File: config.mk
export PLATFORM = sky130hd
export DESIGN_NAME = fwft_fifo
export DESIGN_NICKNAME = d
export VERILOG_FILES = /design/src/rtl/fwft_pkg.sv /design/src/rtl/fwft_ptr.sv /design/src/rtl/fwft_store.sv /design/src/rtl/fwft_ctrl.sv /design/src/rtl/fwft_fifo.sv
export SDC_FILE = /design/constraint.sdc
export NUM_CORES = 1
export LEC_CHECK = 0
export ABC_AREA = 1
export BUFFER_PORTS_ARGS = -buffer_cell sky130_fd_sc_hd__buf_4
export CAP_MARGIN = 25
export CORE_UTILIZATION = 53
export DETAILED_ROUTE_END_ITERATION = 7
export PLACE_DENSITY_LB_ADDON = 0.3
export SKIP_CTS_REPAIR_TIMING = 1
export SLEW_MARGIN = 15
export SYNTH_ARGS = -nofsm -noshare
export SYNTH_HDL_FRONTEND = slang
export SYNTH_SLANG_ARGS = --single-unit
export TNS_END_PERCENT = 1
File: constraint.sdc
create_clock -name clk -period 2.4 [get_ports clk]
set_clock_uncertainty 0.2 [all_clocks]
set_input_delay 0.24 -clock clk [delete_from_list [all_inputs] [get_ports clk]]
set_output_delay 0.24 -clock clk [all_outputs]
set_load 0.01 [all_outputs]
File: src/rtl/fwft_pkg.sv
package fwft_pkg;
    typedef enum logic [1:0] {
        OCC_EMPTY,
        OCC_PARTIAL,
        OCC_FULL
    } occ_state_e;
endpackage

File: src/rtl/fwft_ptr.sv
module fwft_ptr #(
    parameter int DEPTH = 3,
    localparam int PW = (DEPTH > 1) ? $clog2(DEPTH) : 1
) (
    input  logic          clk,
    input  logic          rst,
    input  logic          adv,
    output logic [PW-1:0] ptr
);
    localparam logic [PW-1:0] LAST = PW'(DEPTH - 1);
    localparam bit POW2 = (DEPTH > 1) && ((DEPTH & (DEPTH - 1)) == 0);

    generate
        if (POW2) begin : g_natural
            always_ff @(posedge clk) begin
                if (rst)      ptr <= '0;
                else if (adv) ptr <= ptr + 1'b1;
            end
        end else begin : g_compare
            always_ff @(posedge clk) begin
                if (rst)      ptr <= '0;
                else if (adv) ptr <= (ptr == LAST) ? '0 : ptr + 1'b1;
            end
        end
    endgenerate
endmodule

File: src/rtl/fwft_store.sv
module fwft_store #(
    parameter int WIDTH = 8,
    parameter int DEPTH = 3,
    localparam int PW = (DEPTH > 1) ? $clog2(DEPTH) : 1
) (
    input  logic             clk,
    input  logic             we,
    input  logic [PW-1:0]    waddr,
    input  logic [WIDTH-1:0] wdata,
    input  logic [PW-1:0]    raddr,
    output logic [WIDTH-1:0] rdata
);
    logic [WIDTH-1:0] mem [DEPTH];

    always_ff @(posedge clk) begin
        if (we) mem[waddr] <= wdata;
    end

    assign rdata = mem[raddr];
endmodule

File: src/rtl/fwft_ctrl.sv
module fwft_ctrl
    import fwft_pkg::*;
#(
    parameter int DEPTH = 3,
    localparam int LW = $clog2(DEPTH + 1)
) (
    input  logic          clk,
    input  logic          rst,
    input  logic          wr_req,
    input  logic          rd_req,
    output logic          wr_room,
    output logic          rd_avail,
    output logic          push_go,
    output logic          pop_go,
    output logic [LW-1:0] occupancy
);
    localparam logic [LW-1:0] FULL_LVL = LW'(DEPTH);

    occ_state_e    state, state_nx;
    logic [LW-1:0] lvl_nx;

    always_comb begin
        wr_room  = (state != OCC_FULL);
        rd_avail = (state != OCC_EMPTY);
        push_go  = wr_req && wr_room;
        pop_go   = rd_req && rd_avail;
    end

    always_comb begin
        unique case ({push_go, pop_go})
            2'b10:   lvl_nx = occupancy + 1'b1;
            2'b01:   lvl_nx = occupancy - 1'b1;
            default: lvl_nx = occupancy;
        endcase
        if (lvl_nx == '0)            state_nx = OCC_EMPTY;
        else if (lvl_nx == FULL_LVL) state_nx = OCC_FULL;
        else                         state_nx = OCC_PARTIAL;
    end

    always_ff @(posedge clk) begin
        if (rst) begin
            state     <= OCC_EMPTY;
            occupancy <= '0;
        end else begin
            state     <= state_nx;
            occupancy <= lvl_nx;
        end
    end
endmodule

File: src/rtl/fwft_fifo.sv
module fwft_fifo #(
    parameter int WIDTH = 8,
    parameter int DEPTH = 3,
    localparam int PW = (DEPTH > 1) ? $clog2(DEPTH) : 1,
    localparam int LW = $clog2(DEPTH + 1)
) (
    input  logic             clk,
    input  logic             rst,
    input  logic [WIDTH-1:0] wr_data,
    input  logic             wr_req,
    output logic             wr_room,
    output logic [WIDTH-1:0] rd_data,
    input  logic             rd_req,
    output logic             rd_avail,
    output logic [LW-1:0]    occupancy
);
    logic          push_go, pop_go;
    logic [PW-1:0] wptr, rptr;

    fwft_ctrl #(.DEPTH(DEPTH)) u_ctrl (
        .clk(clk), .rst(rst), .wr_req(wr_req), .rd_req(rd_req),
        .wr_room(wr_room), .rd_avail(rd_avail),
        .push_go(push_go), .pop_go(pop_go), .occupancy(occupancy)
    );

    fwft_ptr #(.DEPTH(DEPTH)) u_wptr (
        .clk(clk), .rst(rst), .adv(push_go), .ptr(wptr)
    );

    fwft_ptr #(.DEPTH(DEPTH)) u_rptr (
        .clk(clk), .rst(rst), .adv(pop_go), .ptr(rptr)
    );

    fwft_store #(.WIDTH(WIDTH), .DEPTH(DEPTH)) u_store (
        .clk(clk), .we(push_go), .waddr(wptr), .wdata(wr_data),
        .raddr(rptr), .rdata(rd_data)
    );
endmodule

Word level (Yosys, flattened, before mapping) --
Memories as Yosys holds them, arrays and structs flattened. A register that Yosys moved wholly into a read port is not among the register bits. Cells that the tools add are included.
Operators by class: add/subtract/negate cells 4, equal/unequal tests 6, mux-type cells 8, reduce and logical (&&, ||, !) cells 5
Operators by type and width (number):
- $mux 2 | 5
- $eq 2x2->1 const B | 4
- $add 2x1->2 const B | 3
- $pmux 2 s2 | 1
- $eq 2x1->1 const B | 1
- $logic_and 1x1->1 | 2
- $logic_not 2->1 | 1
- $mux 1 | 2
- $ne 2x2->1 const B | 1
- $reduce_bool 2->1 | 1
- $reduce_or 2->1 | 1
- $sub 2x1->2 const B | 1
Word-level totals: register bits after elaboration 8, RAM bits 24, input bits 12, output and inout bits 12, word-level logic and storage cells 28, memories kept 1
Memories:
- u_store.mem | depth 3, width 8, rd ports 1, clocked after Yosys merged registers in 1, wr ports 1, line fwft_store.sv:13 | logic [WIDTH-1:0] mem [DEPTH];

Depth between registers and ports, before layout --
word-level depth 6, depth in mapped cells 11, depth with buffers taken out 11

By module --
From an unflattened synthesis, not the netlist that was laid out.
Second synthesis, totals: cell total of the unflattened synthesis 147, area, all modules 1375.1 um^2
By module, submodules not included:
- fwft_store | times used 1, cells an instance 89, area an instance 984.7 um^2, sequential area each 720.7 um^2
- fwft_ctrl | times used 1, cells an instance 32, area an instance 220.2 um^2, sequential area each 80.1 um^2
- fwft_ptr | times used 2, cells an instance 13, area an instance 85.1 um^2, sequential area each 40.0 um^2

Worst setup path before layout --
OpenSTA, ideal clock, no wires.
path kind register to register, from reg u_ctrl.state[0], to mem u_store.mem[2][0], enable pin, setup time 383 ps, data arrival time 1145 ps, required time 1817 ps, slack 672 ps, cell stages (with the launch flop) 5, path buffers 0, clock period less this slack 1728 ps, cell sequence dfxtp_1 -> inv_1 -> nand2_2 -> nand2_2 -> nor3_1
On the way: cells in the longest elaborated chain, start to end 4
RTL lines:
- from (decl) | line fwft_ctrl.sv:19 | occ_state_e state, state_nx;
- from (signal assigned) | line fwft_ctrl.sv:45 | state <= state_nx;
- $ne 2x2->1 | line fwft_ctrl.sv:23 | wr_room = (state != OCC_FULL);
- net wr_room | line fwft_fifo.sv:11 | output logic wr_room,
- $logic_and 1x1->1 | line fwft_ctrl.sv:25 | push_go = wr_req && wr_room;
- $mux 1 | line fwft_store.sv:16 | if (we) mem[waddr] <= wdata;
- $mux 1 (not written as such) | line fwft_store.sv:16
- to (decl) | line fwft_store.sv:13
The timed path passes the listed nets, and every way through them passes these cells.

==> impl_metrics.tcl <==
set metrics [dict create \
    p_clk_frac 0.217 \
    required_ps 1960 \
    syn_avg_cell_area_um2 11.4 \
    place.gp.congestion 0.740 \
    max-vdd-ir-drop_mv 0.811 \
    min_period_ps 1970 \
    start_util 0.577 \
    hold_path_class "input port to flip-flop" \
    die_h_um 51.8 \
    p_switching_uw 565 \
    yosysSeqAreaShare 0.702 \
    placed_area_um2 1520 \
    detail_route.wl_per_cell_um 13.5 \
    ant_nets 0 \
    reg2reg_depth 8 \
    slew_headroom 0.721 \
    tightest_slew_ps 415 \
    die_width_um 51.8 \
    critical-path-top-delay-family "flip-flops" \
    status "finished, final reports clean" \
    antennaDiodeCount 0 \
    critPathArrivalTime_ps 1530 \
    track_usage 0.217 \
    path_cells "inv_1 -> nand2_1 -> a21oi_1 -> buf_4" \
    grt_pass1_vias 907 \
    slew_viol_final 0 \
    port_buffers 23 \
    hp-start "wr_req" \
    fill_cells 169 \
    r2r-start "u_ctrl.state[0]" \
    switching_share 0.329 \
    fin_nets 166 \
    vias 911 \
    drc 0 \
    setup_viol 0 \
    cts_tree "yes" \
    reg2reg_to "u_ctrl.state[0]" \
    worstPathMaxFanout 9 \
    hold_viol 0 \
    grt_max_degree 13 \
    critPathKind "flip-flop to output pin" \
    syn-num-nets 128 \
    ctsLongestPathBuffers 2 \
    yosysWarningCount 0 \
    worstHoldEndpoint "u_wptr.ptr[1]" \
    slowest_stage "dfxtp_1" \
    core_um2 2280 \
    overflow 0 \
    grt_pass1_wl_mm 3.95 \
    layout_setup_ws_ps 431 \
    combinationalPowerShare 0.323 \
    endpoint_kind "output pin" \
    tns_ps 0 \
    io-pin-count 24 \
    critPathLaunchType "flip-flop" \
    cts_inserted_buffers 5 \
    ys_ff_latch 34 \
    drt-vias-per-instance 5.01 \
    cts_root_buffer "clkbuf_4" \
    clk_pin_slew_ps 110 \
    antenna_found_initial 0 \
    drt-total-wl_mm 2.46 \
    drtIter0Drc 21 \
    clkLatencyLatePin_ps 330 \
    dpl_worst_slack_ps 769 \
    rsz0062_at_grt "false" \
    slowest_delay_ps 580 \
    first_pass_iters 4 \
    power.density_nw_per_um2 1020 \
    leakage_nw 0.702 \
    synthDistinctLibCells 21 \
    syn_inst 115 \
    clkSinkCount 34 \
    p_seq_frac 0.460 \
    hold_depth 4 \
    period_share 0.821 \
    h-tree-depth 2 \
    synthToLayoutAreaGrowth_pct 28.3 \
    r2r_setup_slack_ps 700 \
    die_area_um2 2680 \
    drive_gt1_frac 0.266 \
    hpwl_mm 1.65 \
    synth_area_um2 1310 \
    internal-power_mw 1.15 \
    worst-path-buf-inv 2 \
    rows 17 \
    final_area_um2 1680 \
    max_freq_mhz 508 \
    maxCapViolations 0 \
]
power by group through the flow:
stage          Sequential (mW)  Clock (mW)  Combinational (mW)
3_5_place_dp             0.804           0               0.537
4_1_cts                  0.791       0.376               0.550
6_report                 0.790       0.372               0.554
2_1_floorplan            0.776           0               0.341
5_1_grt                  0.801       0.403               0.614
3_3_place_gp             0.798           0               0.521
routing by layer:
| metal | track usage | wire length [um] |
|---|---|---|
| met2 | 0.383 | 1320 |
| met1 | 0.230 | 994 |
| met3 | 0.0760 | 106 |
| met4 | 0.0991 | 35 |
| met5 | 0 | 0 |
flip-flops by register name (all words and copies together), names as in the netlist, named ones only:
name,flops
u_ctrl.occupancy,2
u_ctrl.state,2
u_rptr.ptr,2
u_store.mem,24
u_wptr.ptr,2
layout by cell type (no fill, tap or decap), types with 2 or more instances in the layout:
cell           count
inv_1             13
o21ai_0            2
nor2_1            11
nand2_2            3
a21oi_1           20
edfxtp_1          24
inv_2              2
buf_4             24
clkbuf_4           5
dfxtp_1           10
dlygate4sd3_1      9
nand2_1           16
nand3_1            2
tightest hold or removal path: cells and delay by family:
kind	cells	cell delay, ps
AO/OA/AOI/OAI	1	60
buffers and inverters	1	80
AND/OR/NAND/NOR	2	150
Yosys cell counts:
| master | instances | area share |
|---|---|---|
| inv_1 | 13 | 0.037 |
| buf_2 | 2 | 0.0076 |
| nand2_2 | 3 | 0.014 |
| o21ai_0 | 2 | 0.0076 |
| or2_1 | 1 | 0.0048 |
| xor2_1 | 1 | 0.0067 |
| nor3_1 | 1 | 0.0038 |
| dfxtp_1 | 10 | 0.15 |
| nand3_2 | 1 | 0.0076 |
| a21oi_1 | 20 | 0.076 |
| nor2_1 | 11 | 0.031 |
| nand2_1 | 16 | 0.046 |
| or2_2 | 1 | 0.0048 |
| nor2_2 | 1 | 0.0048 |
| inv_2 | 2 | 0.0057 |
| o211a_1 | 1 | 0.0076 |
| nand4_2 | 1 | 0.0095 |
| ha_1 | 1 | 0.0095 |
| edfxtp_1 | 24 | 0.55 |
| o21a_1 | 1 | 0.0057 |
| nand3_1 | 2 | 0.0076 |
kinds of logic (layout without fill, tap and decap cells):
logic type	after synthesis	count (layout)	synth area share
AOI/OAI and AO/OA	24	24	0.0972
xor gates and xnor gates	1	1	0.00667
adders and majority gates	1	1	0.00953
buffers and inverters	17	56	0.0505
DFF	34	34	0.702
and+or+nand+nor	38	38	0.134
layout make-up:
type                       instances  area (um2)  area share
sequential                        34         921       0.547
multi-input combinational         64         325       0.193
timing repair buffer              33         270       0.160
clock buffer                       6        62.6      0.0371
inverter                          15        56.3      0.0334
tap                               28        35.0      0.0208
clock inverter                     2        13.8     0.00817
metrics by stage:
stage | hold WS, ps | util | std cells | total power, mW
2_1_floorplan | 109 | - | 115 | 1.12
3_3_place_gp | 238 | 0.667 | 165 | 1.32
3_5_place_dp | 237 | 0.667 | 165 | 1.34
4_1_cts | -129 | 0.700 | 173 | 1.72
5_1_grt | 26.7 | 0.740 | 182 | 1.82
6_report | 30.4 | 0.740 | 182 | 1.72
worst max path at each step:
| stage | to | slack, ps | depth (start not counted) |
|---|---|---|---|
| 2_1_floorplan | u_store.mem[2][0] | 670 | 4 |
| 3_3_place_gp | u_ctrl.state[1] | 800 | 5 |
| 3_5_place_dp | u_ctrl.state[1] | 770 | 7 |
| 4_1_cts | rd_data[3] | 420 | 4 |
| 5_1_grt | rd_data[1] | 320 | 4 |
| 6_report | rd_data[3] | 430 | 4 |
Power figures use the tool's default switching activity.
